===== src/rtl/rxaf_pkg.sv =====
package rxaf_pkg;
  localparam logic [1:0] MODE_SHIFT = 2'b00;
  localparam logic [1:0] MODE_8BIT  = 2'b01;

  typedef enum logic [1:0] {
    ST_IDLE  = 2'b00,
    ST_ASYNC = 2'b01,
    ST_SHIFT = 2'b10
  } rx_state_e;
endpackage


===== src/rtl/rxaf_sync.sv =====
module rxaf_sync #(
  parameter int unsigned STAGES = 2
) (
  input  logic clk,
  input  logic rst_n,
  input  logic d_i,
  output logic q_o
);
  logic [STAGES-1:0] sync_q;
  logic [STAGES-1:0] sync_d;

  generate
    if (STAGES == 1) begin : g_one
      always_comb sync_d = d_i;
    end else begin : g_many
      always_comb sync_d = {sync_q[STAGES-2:0], d_i};
    end
  endgenerate

  always_ff @(posedge clk or negedge rst_n) begin
    if (!rst_n) sync_q <= '1;
    else        sync_q <= sync_d;
  end

  assign q_o = sync_q[STAGES-1];
endmodule


===== src/rtl/rxaf_sampler.sv =====
module rxaf_sampler #(
  parameter int unsigned OVS = 16
) (
  input  logic clk,
  input  logic rst_n,
  input  logic tick_i,
  input  logic restart_i,
  input  logic rxd_i,
  output logic vote_valid_o,
  output logic vote_bit_o
);
  localparam int unsigned CW = $clog2(OVS);
  localparam logic [CW-1:0] TAP_A = CW'(OVS/2 - 1);
  localparam logic [CW-1:0] TAP_B = CW'(OVS/2);
  localparam logic [CW-1:0] TAP_C = CW'(OVS/2 + 1);
  localparam logic [CW-1:0] LAST  = CW'(OVS - 1);

  logic [CW-1:0] cnt_q, cnt_d;
  logic          smp_a_q, smp_a_d;
  logic          smp_b_q, smp_b_d;

  always_comb begin
    cnt_d   = cnt_q;
    smp_a_d = smp_a_q;
    smp_b_d = smp_b_q;
    if (restart_i) begin
      cnt_d = CW'(1);
    end else if (tick_i) begin
      cnt_d = (cnt_q == LAST) ? '0 : cnt_q + CW'(1);
      if (cnt_q == TAP_A) smp_a_d = rxd_i;
      if (cnt_q == TAP_B) smp_b_d = rxd_i;
    end
  end

  always_ff @(posedge clk or negedge rst_n) begin
    if (!rst_n) begin
      cnt_q   <= '0;
      smp_a_q <= 1'b1;
      smp_b_q <= 1'b1;
    end else begin
      cnt_q   <= cnt_d;
      smp_a_q <= smp_a_d;
      smp_b_q <= smp_b_d;
    end
  end

  assign vote_valid_o = tick_i && !restart_i && (cnt_q == TAP_C);
  assign vote_bit_o   = (smp_a_q & smp_b_q) | (smp_a_q & rxd_i) | (smp_b_q & rxd_i);


  vote_spacing_chk: assert property (@(posedge clk) disable iff (!rst_n)
    vote_valid_o |=> !vote_valid_o);
endmodule


===== src/rtl/rxaf_addr_match.sv =====
module rxaf_addr_match #(
  parameter int unsigned DW = 8
) (
  input  logic          clk,
  input  logic          rst_n,
  input  logic [DW-1:0] byte_i,
  input  logic [DW-1:0] addr_i,
  input  logic [DW-1:0] mask_i,
  output logic          given_hit_o,
  output logic          bcast_hit_o
);
  logic [DW-1:0] bcast_bits;

  assign bcast_bits  = addr_i | mask_i;
  assign given_hit_o = ((byte_i ^ addr_i) & mask_i) == '0;
  assign bcast_hit_o = (byte_i & bcast_bits) == bcast_bits;


  given_exact_chk: assert property (@(posedge clk) disable iff (!rst_n)
    (byte_i == addr_i) |-> given_hit_o);

  bcast_ones_chk: assert property (@(posedge clk) disable iff (!rst_n)
    (&byte_i) |-> bcast_hit_o);
endmodule


===== src/rtl/serial_rx_addrfilt.sv =====
module serial_rx_addrfilt #(
  parameter int unsigned DW   = 8,
  parameter int unsigned OVS  = 16,
  parameter int unsigned SYNC = 2
) (
  input  logic          clk,
  input  logic          rst_n,
  input  logic          sample_tick,
  input  logic          rxd,
  input  logic          sm1,
  input  logic          sm2,
  input  logic          fe_sel,
  input  logic          rx_en,
  input  logic [DW-1:0] saddr,
  input  logic [DW-1:0] saden,
  input  logic          ctl7_we,
  input  logic          ctl7_wd,
  input  logic          ri_clr,
  output logic          ctl7_rd,
  output logic [DW-1:0] rx_byte,
  output logic          rx_bit9,
  output logic          ri,
  output logic          fe
);
  import rxaf_pkg::*;

  localparam int unsigned BW = $clog2(DW + 3);
  localparam logic [BW-1:0] IDX_LAST_DATA = BW'(DW);
  localparam logic [BW-1:0] IDX_STOP8     = BW'(DW + 1);
  localparam logic [BW-1:0] IDX_STOP9     = BW'(DW + 2);
  localparam logic [BW-1:0] IDX_SHIFT_END = BW'(DW - 1);

  rx_state_e     st_q, st_d;
  logic [BW-1:0] bidx_q, bidx_d;
  logic [DW-1:0] shreg_q, shreg_d;
  logic          b9_q, b9_d;
  logic          line_hi_q, line_hi_d;
  logic [DW-1:0] rbuf_q, rbuf_d;
  logic          rbit9_q, rbit9_d;
  logic          ri_q, ri_d;
  logic          fe_q, fe_d;
  logic          sm0_q, sm0_d;

  logic          rxd_s;
  logic          restart;
  logic          vote_valid, vote_bit;
  logic          given_hit, bcast_hit, addr_hit;
  logic          ri_set, fe_set;
  logic          last_bit;
  logic [1:0]    mode;
  logic [DW-1:0] sh_in;

  assign mode  = {sm0_q, sm1};
  assign sh_in = {vote_bit, shreg_q[DW-1:1]};

  rxaf_sync #(.STAGES(SYNC)) sync_i (
    .clk   (clk),
    .rst_n (rst_n),
    .d_i   (rxd),
    .q_o   (rxd_s)
  );

  rxaf_sampler #(.OVS(OVS)) smp_i (
    .clk          (clk),
    .rst_n        (rst_n),
    .tick_i       (sample_tick),
    .restart_i    (restart),
    .rxd_i        (rxd_s),
    .vote_valid_o (vote_valid),
    .vote_bit_o   (vote_bit)
  );

  rxaf_addr_match #(.DW(DW)) match_i (
    .clk         (clk),
    .rst_n       (rst_n),
    .byte_i      (shreg_q),
    .addr_i      (saddr),
    .mask_i      (saden),
    .given_hit_o (given_hit),
    .bcast_hit_o (bcast_hit)
  );

  assign addr_hit = given_hit | bcast_hit;
  assign last_bit = mode[1] ? (bidx_q == IDX_STOP9) : (bidx_q == IDX_STOP8);

  // frame sequencing
  always_comb begin
    st_d      = st_q;
    bidx_d    = bidx_q;
    shreg_d   = shreg_q;
    b9_d      = b9_q;
    line_hi_d = line_hi_q;
    rbuf_d    = rbuf_q;
    rbit9_d   = rbit9_q;
    restart   = 1'b0;
    ri_set    = 1'b0;
    fe_set    = 1'b0;
    case (st_q)
      ST_IDLE: begin
        if (sample_tick) line_hi_d = rxd_s;
        if (mode == MODE_SHIFT) begin
          if (rx_en && !ri_q) begin
            st_d    = ST_SHIFT;
            bidx_d  = '0;
            restart = 1'b1;
          end
        end else if (sample_tick && line_hi_q && !rxd_s) begin
          st_d    = ST_ASYNC;
          bidx_d  = '0;
          restart = 1'b1;
        end
      end
      ST_ASYNC: begin
        if (vote_valid) begin
          bidx_d = bidx_q + BW'(1);
          if (bidx_q == '0) begin
            if (vote_bit) begin
              st_d      = ST_IDLE;
              line_hi_d = 1'b1;
            end
          end else if (bidx_q <= IDX_LAST_DATA) begin
            shreg_d = sh_in;
          end else if (!last_bit) begin
            b9_d = vote_bit;
          end else begin
            st_d      = ST_IDLE;
            line_hi_d = vote_bit;
            fe_set    = !vote_bit;
            if (mode[1]) begin
              if (!sm2 || (b9_q && addr_hit)) begin
                ri_set  = 1'b1;
                rbuf_d  = shreg_q;
                rbit9_d = b9_q;
              end
            end else begin
              if (!sm2 || (vote_bit && addr_hit)) begin
                ri_set  = 1'b1;
                rbuf_d  = shreg_q;
                rbit9_d = vote_bit;
              end
            end
          end
        end
      end
      ST_SHIFT: begin
        if (vote_valid) begin
          shreg_d = sh_in;
          bidx_d  = bidx_q + BW'(1);
          if (bidx_q == IDX_SHIFT_END) begin
            st_d   = ST_IDLE;
            ri_set = 1'b1;
            rbuf_d = sh_in;
          end
        end
      end
      default: st_d = ST_IDLE;
    endcase
  end

  // flags and shared control bit
  always_comb begin
    ri_d  = ri_set ? 1'b1 : (ri_clr ? 1'b0 : ri_q);
    fe_d  = fe_q;
    sm0_d = sm0_q;
    if (ctl7_we && fe_sel)  fe_d  = ctl7_wd;
    if (ctl7_we && !fe_sel) sm0_d = ctl7_wd;
    if (fe_set)             fe_d  = 1'b1;
  end

  always_ff @(posedge clk or negedge rst_n) begin
    if (!rst_n) begin
      st_q      <= ST_IDLE;
      bidx_q    <= '0;
      shreg_q   <= '0;
      b9_q      <= 1'b0;
      line_hi_q <= 1'b0;
      rbuf_q    <= '0;
      rbit9_q   <= 1'b0;
      ri_q      <= 1'b0;
      fe_q      <= 1'b0;
      sm0_q     <= 1'b0;
    end else begin
      st_q      <= st_d;
      bidx_q    <= bidx_d;
      shreg_q   <= shreg_d;
      b9_q      <= b9_d;
      line_hi_q <= line_hi_d;
      rbuf_q    <= rbuf_d;
      rbit9_q   <= rbit9_d;
      ri_q      <= ri_d;
      fe_q      <= fe_d;
      sm0_q     <= sm0_d;
    end
  end

  assign ctl7_rd = fe_sel ? fe_q : sm0_q;
  assign rx_byte = rbuf_q;
  assign rx_bit9 = rbit9_q;
  assign ri      = ri_q;
  assign fe      = fe_q;


  fe_sticky_chk: assert property (@(posedge clk) disable iff (!rst_n)
    (fe_q && !(ctl7_we && fe_sel)) |=> fe_q);

  nine_bit_gate_chk: assert property (@(posedge clk) disable iff (!rst_n)
    ($rose(ri_q) && $past(mode[1] && sm2)) |-> rbit9_q);

  stop_bit_gate_chk: assert property (@(posedge clk) disable iff (!rst_n)
    ($rose(ri_q) && $past(mode == MODE_8BIT && sm2)) |-> rbit9_q);

  ri_clear_chk: assert property (@(posedge clk) disable iff (!rst_n)
    (ri_clr && st_q == ST_IDLE) |=> !ri_q);
endmodule


===== config.mk =====
export PLATFORM = sky130hd
export DESIGN_NAME = serial_rx_addrfilt
export DESIGN_NICKNAME = d
export VERILOG_FILES = /design/src/rtl/rxaf_pkg.sv /design/src/rtl/rxaf_sync.sv /design/src/rtl/rxaf_sampler.sv /design/src/rtl/rxaf_addr_match.sv /design/src/rtl/serial_rx_addrfilt.sv
export SDC_FILE = /design/constraint.sdc
export NUM_CORES = 1
export LEC_CHECK = 0
export BUFFER_PORTS_ARGS = -buffer_cell sky130_fd_sc_hd__clkbuf_2
export CAP_MARGIN = 5
export CORE_MARGIN = 3
export CORE_UTILIZATION = 45
export CTS_CLUSTER_DIAMETER = 30
export CTS_CLUSTER_SIZE = 25
export DETAILED_ROUTE_END_ITERATION = 16
export GPL_TIMING_DRIVEN = 0
export HOLD_SLACK_MARGIN = 0.02
export PLACE_DENSITY = 0.69
export SYNTH_ARGS = -nofsm -noshare
export SYNTH_HDL_FRONTEND = slang
export SYNTH_HIERARCHICAL = 1
export SYNTH_SLANG_ARGS = --single-unit

===== constraint.sdc =====
create_clock -name clk -period 3.15 [get_ports clk]
set_clock_uncertainty 0.2 [all_clocks]
set_input_delay 0.1575 -clock clk [delete_from_list [all_inputs] [get_ports clk]]
set_output_delay 0.1575 -clock clk [all_outputs]
set_load 0.1 [all_outputs]

After elaboration in Yosys (flattened, before gate mapping)
Cells that the tools add are included.

operators by class
  eq/ne operators = 27
  add/subtract/negate cells = 2
  order comparisons = 1
  reduce and logical (&&, ||, !) cells = 38
  bitwise logic cells = 14
  multiplexer cells = 69

operators by type and width
  cell                                                                    number
  8-bit two-way mux                                                       13
  1-bit two-way mux                                                       33
  8-bit case mux with 2 select lines                                      2
  4-bit two-way mux                                                       7
  3-bit != test (second input constant)                                   7
  4-bit equality test (second input constant)                             5
  2-bit two-way mux                                                       10
  8-bit AND                                                               2
  2-bit nonzero test                                                      7
  2-bit != test (second input constant)                                   6
  5-bit AND reduction                                                     2
  1-bit logical AND                                                       9
  9-bit AND reduction                                                     1
  4-bit by 1-bit adder with 4-bit output (second input constant)          2
  4-bit by 3-bit equality test with 1-bit output (second input constant)  2
  8-bit equality test                                                     1
  8-bit logical NOT                                                       1
  2-bit by 1-bit != test with 1-bit output (second input constant)        4
  8-bit bitwise OR                                                        1
  4-bit case mux with 2 select lines                                      1
  8-bit AND reduction                                                     1
  8-bit bitwise XOR                                                       1
  7-bit AND reduction                                                     1
  1-bit logical NOT                                                       6
  other kinds (15)                                                        26

word-level totals
  output and inout bits = 12
  register bits after elaboration = 36
  input bits = 27

Longest topological paths before layout
  depth after elaboration = 14
  mapped depth = 12
  mapped depth without buffers = 11

By module
Netlist, hierarchy kept.

modules (own cells, without submodules)
  module              instances  seq. area each (sq um)  area each (sq um)  cells each
  serial_rx_addrfilt  1          700.7                   1665.3             153
  rxaf_sampler        1          152.6                   340.3              31
  rxaf_addr_match     1          0.0                     176.4              25
  rxaf_sync           1          52.6                    52.6               2

Worst setup path after synthesis
OpenSTA, ideal clock, no wires.

  kind = reg-to-reg
  start = register ri_q, in the netlist ri
  end = register bidx_q[0]
  required time = 2824 ps
  setup slack = -68 ps
  arrival time = 2892 ps
  cell stages (with the launch flop) = 12
  cells stage by stage = dfrtp_1 > or4b_4 > o31ai_2 > nand2_4 > inv_1 > and4bb_2 > and2_1 > clkbuf_1 > and3_1 > a21oi_1 > nor2_1 > a221o_1

on the way
  cells in the longest elaborated chain, start to end = 10
  elaborated cells between the ends (all ways) = 11

ends and longest elaborated chain
  element                                                    line                       text
  from (decl)                                                serial_rx_addrfilt.sv:40   logic ri_q, ri_d;
  from (signal assigned)                                     serial_rx_addrfilt.sv:190  ri_q <= ri_d;
  1-bit logical NOT                                          serial_rx_addrfilt.sv:102  if (rx_en && !ri_q) begin
  1-bit logical AND                                          serial_rx_addrfilt.sv:102
  1-bit two-way mux                                          serial_rx_addrfilt.sv:102
  1-bit two-way mux                                          serial_rx_addrfilt.sv:101  if (mode == MODE_SHIFT) begin
  1-bit two-way mux                                          serial_rx_addrfilt.sv:98   case (st_q)
  net restart                                                serial_rx_addrfilt.sv:45   logic restart;
  1-bit logical NOT                                          rxaf_sampler.sv:47         assign vote_valid_o = tick_i && !restart_i && (cnt_q == TAP_C);
  1-bit logical AND (2 in series)                            rxaf_sampler.sv:47
  net vote_valid                                             serial_rx_addrfilt.sv:46   logic vote_valid, vote_bit;
  2-bit by 1-bit != test with 1-bit output (no source line)  n/a
  4-bit AND reduction (no source line)                       n/a
  to (signal assigned)                                       serial_rx_addrfilt.sv:184  bidx_q <= bidx_d;
  to (decl)                                                  serial_rx_addrfilt.sv:34   logic [BW-1:0] bidx_q, bidx_d;

The timed path passes the listed nets, and every way through them passes these cells.
A chain may end at the register's enable or synchronous reset.

Worst setup path in the final report
  start = input port sm1
  end = register rbuf_q[6], in the netlist rx_byte[6]

on the way
  cells in the longest elaborated chain, start to end = 8
  elaborated cells between the ends (all ways) = 9

ends and longest elaborated chain
  element                                                    line                       text
  from (decl)                                                serial_rx_addrfilt.sv:10   input logic sm1,
  2-bit logical NOT (*)                                      serial_rx_addrfilt.sv:101
  1-bit two-way mux (*)                                      serial_rx_addrfilt.sv:101
  1-bit two-way mux (*)                                      serial_rx_addrfilt.sv:98
  net restart                                                serial_rx_addrfilt.sv:45
  1-bit logical NOT (*)                                      rxaf_sampler.sv:47
  1-bit logical AND (*) (2 in series)                        rxaf_sampler.sv:47
  net vote_valid                                             serial_rx_addrfilt.sv:46
  2-bit by 1-bit != test with 1-bit output (no source line)  n/a
  9-bit AND reduction (no source line) (*)                   n/a
  to (signal assigned)                                       serial_rx_addrfilt.sv:188  rbuf_q <= rbuf_d;
  to (decl)                                                  serial_rx_addrfilt.sv:38   logic [DW-1:0] rbuf_q, rbuf_d;

Mark *: on every way through the listed nets, which the timed path passes. The rest lies on a longest branch.

==> reports/metrics.yaml <==
global_route:
  grt_max_degree: 37
  grt-ovfl-total: 0
  grt_pass1_vias: 1742
  track_usage_pct: 16.73
  grt_pass1_wl_microns: 7941
  antenna_found_initial: 0
layout:
  regArea_sq_um: 908.4
  fin_util_pct: 56.55
  syn2layout_area_growth_pct: 20.32
  fin_area_sq_um: 2689
  diodes: 0
  final_common_cell: "clkbuf_2"
  nNetsFinal: 297
  final_cell_mix: "clkbuf_2 (38), mux2_2 (30), dfrtp_1 (30)"
  multi_input_area_sq_um: 1282
  fillerInstances: 426
  layout-drive-gt1-share_pct: 38.78
power:
  power_switching_mw: 0.6101
  pwr-share-clk_pct: 22.5
  combinationalPowerShare_pct: 38.3
  intPower_mw: 0.9218
  peakVddDrop_uv: 357.2
  power_leakage_nw: 1.282
  p_seq_share_pct: 39.2
  p_sw_share_pct: 39.83
  power_density_nw_per_um2: 569.7
critical_path:
  arrival_ns: 3.05
  reg2reg_to: "rx_byte[6]"
  worstSetupEndpointType: "register"
  startpoint_type: "primary input"
  r2r_start: "sm0_q"
  path_max_fanout: 8
  reg2reg_depth: 11
  required_ns: 3.14
  r2r_setup_slack_ns: 0.10
  worstSetupPathType: "primary input to register"
route:
  antenna_left: 0
  viasPerCell: 5.433
  drt_wl_total_microns: 4650
  dr.pass1.iters: 4
  drc: 0
  wl_per_cell_microns: 14.09
  drt_iter0_drc: 110
  vias: 1793
placed_design:
  io_buffers: 38
  place_ws_ns: -0.01704
  finalWeightedCongestion: 0.8130
  place_area_sq_um: 2510
  dp_hpwl_microns: 3329
worst_hold_path:
  hold_class: "primary input to register"
  min_from: "sample_tick"
  hold_depth: 3
  hold_end: "smp_i/cnt_q[1]"
timing:
  fin_crit_sh_pct: 97.04
  finalSetupViolations: 0
  period_needed_ns: 3.057
  whs_ns: 0.04808
  worstMarginPinSlew_ns: 0.8774
  max_freq_ghz: 0.3271
  setup_slack_ns: 0.09324
  finalMaxSlewViolations: 0
  hold_violations: 0
  tns_ns: 0
  relSlewSlack_pct: 41.51
clock_network:
  worstSkewPairLatency_ns: 0.30
  cts.sinks: 36
  clk_path_buf_depth: 2
  cts_root_buffer: "clkbuf_8"
  cts_made_buffers: 5
  path_clk_slew_ns: 0.08
  h-tree-depth: 2
  postCtsSetupRepairBufs: 0
  tritoncts: "yes"
floorplanning:
  die_area_sq_um: 5848
  std_cell_rows: 25
  dieHeight_microns: 76.47
  start_util_pct: 47.00
  top_level_ports: 39
  core_sq_um: 4755
  die_w_microns: 76.47
yosys:
  syn_area_sq_um: 2235
  ys_types: 57
  async_flop_share_pct: 100.0
  synthCells: 211
  syn_area_per_cell_sq_um: 10.59
  ys_seq_elements: 36
  ys_seq_area_share_pct: 40.54
  synthesis.nets: 246
  yosysWarnings: 6
  ys.flop_type: "dfrtp_1"
  synth_edf_count: 0
outcome:
  run_status: "complete, no violations"
job:
  drv_cap: 0
worst max-delay path, cell delays in order:
cell	delay (ns)
dlygate4sd3_1	0.54
clkbuf_2	0.13
or4b_4	0.56
o31ai_4	0.13
nand2_4	0.11
clkinvlp_4	0.13
and4bb_2	0.24
and2_1	0.20
o21ai_0	0.09
a21o_1	0.17
a21oi_1	0.08
o21ai_4	0.14
mux2_2	0.38
sequential cells by signal (all words and copies together), names as in the netlist:
signal         cells
smp_i/smp_a_q      1
b9_q               1
ri                 1
rx_bit9            1
bidx_q             4
line_hi_q          1
st_q               2
smp_i/cnt_q        4
rx_byte            8
smp_i/smp_b_q      1
sm0_q              1
sync_i/sync_q      2
fe                 1
shreg_q            8
per-stage QoR:
step	instances	total power, mW
6_report	330	1.532
3_5_place_dp	316	1.169
3_3_place_gp	316	1.160
4_1_cts	330	1.528
2_1_floorplan	211	1.034
5_1_grt	330	1.642
per-layer routing:
| metal | GRT usage (%) | wire length (microns) | vias up | part of all wire, % |
|---|---|---|---|---|
| met5 | 0 | 0 | - | 0 |
| met4 | 5.978 | 74 | 0 | 1.6 |
| met1 | 22.50 | 2240 | 865 | 48 |
| li1 | - | - | 884 | - |
| met3 | 3.664 | 157 | 8 | 3.4 |
| met2 | 26.54 | 2177 | 36 | 47 |
synthesized netlist by cell type (all sizes together) (3+ instances only):
cell type	n	area (sq um)
nor2	13	48.80
nor3b	3	27.52
o22ai	3	18.77
ha	8	100.1
mux2	31	352.8
xor2	9	78.83
o21bai	3	22.52
a22oi	4	30.03
dfrtp	32	800.8
nand3	3	15.01
a21oi	8	43.79
inv	13	48.79
nand2	15	63.81
nor2b	5	31.28
dfstp	4	105.1
o21ai	16	95.10
worst max-delay path by stage:
| stage | from | endpoint | slack, ns | depth (start not counted) |
|---|---|---|---|---|
| final | sm1 | rx_byte[6] | 0.09 | 13 |
| after global routing | sm1 | rx_byte[4] | -0.004 | 13 |
| after CTS | sm0_q | bidx_q[0] | 0.01 | 11 |
| after detailed placement | sm0_q | bidx_q[0] | -0.02 | 11 |
| after global placement | sm0_q | bidx_q[0] | 0.03 | 11 |
| after floorplan | ri | bidx_q[0] | 0.15 | 11 |
power groups by stage:
stage	Sequential [mW]	Clock [mW]	Combinational, mW
2_1_floorplan	0.604	0	0.430
3_3_place_gp	0.604	0	0.556
3_5_place_dp	0.606	0	0.563
4_1_cts	0.598	0.357	0.573
5_1_grt	0.609	0.376	0.657
6_report	0.601	0.344	0.587
kinds of logic (layout without fill, tap and decap cells):
group / count (synthesis) / count (layout) / share of synthesized area, %
AOI/OAI and AO/OA: 53 / 53 / 17.75
xor gates and xnor gates: 9 / 9 / 3.528
and+or+nand+nor: 54 / 54 / 13.61
DFF: 36 / 36 / 40.54
adders and majority gates: 9 / 9 / 4.927
muxes: 33 / 33 / 16.68
buffers and inverters: 17 / 69 / 2.967
final cells by class:
cell class | count | area share (%)
plain buffers | 4 | 0.6980
multi-input cells | 158 | 47.70
well taps | 67 | 3.118
inverters | 13 | 1.954
repair buffers | 44 | 9.307
flip-flops and latches | 36 | 33.78
clock buffers | 5 | 2.559
clock inverters | 3 | 0.8841
repair_timing:
item                                    in CTS  in global routing
endpoints found under the setup margin       1                 20
endpoints found under the hold margin       37                  0
hold buffers                                 6                  0
resized for setup                            1                  7
Note: power is estimated with default switching activity, not from simulation.
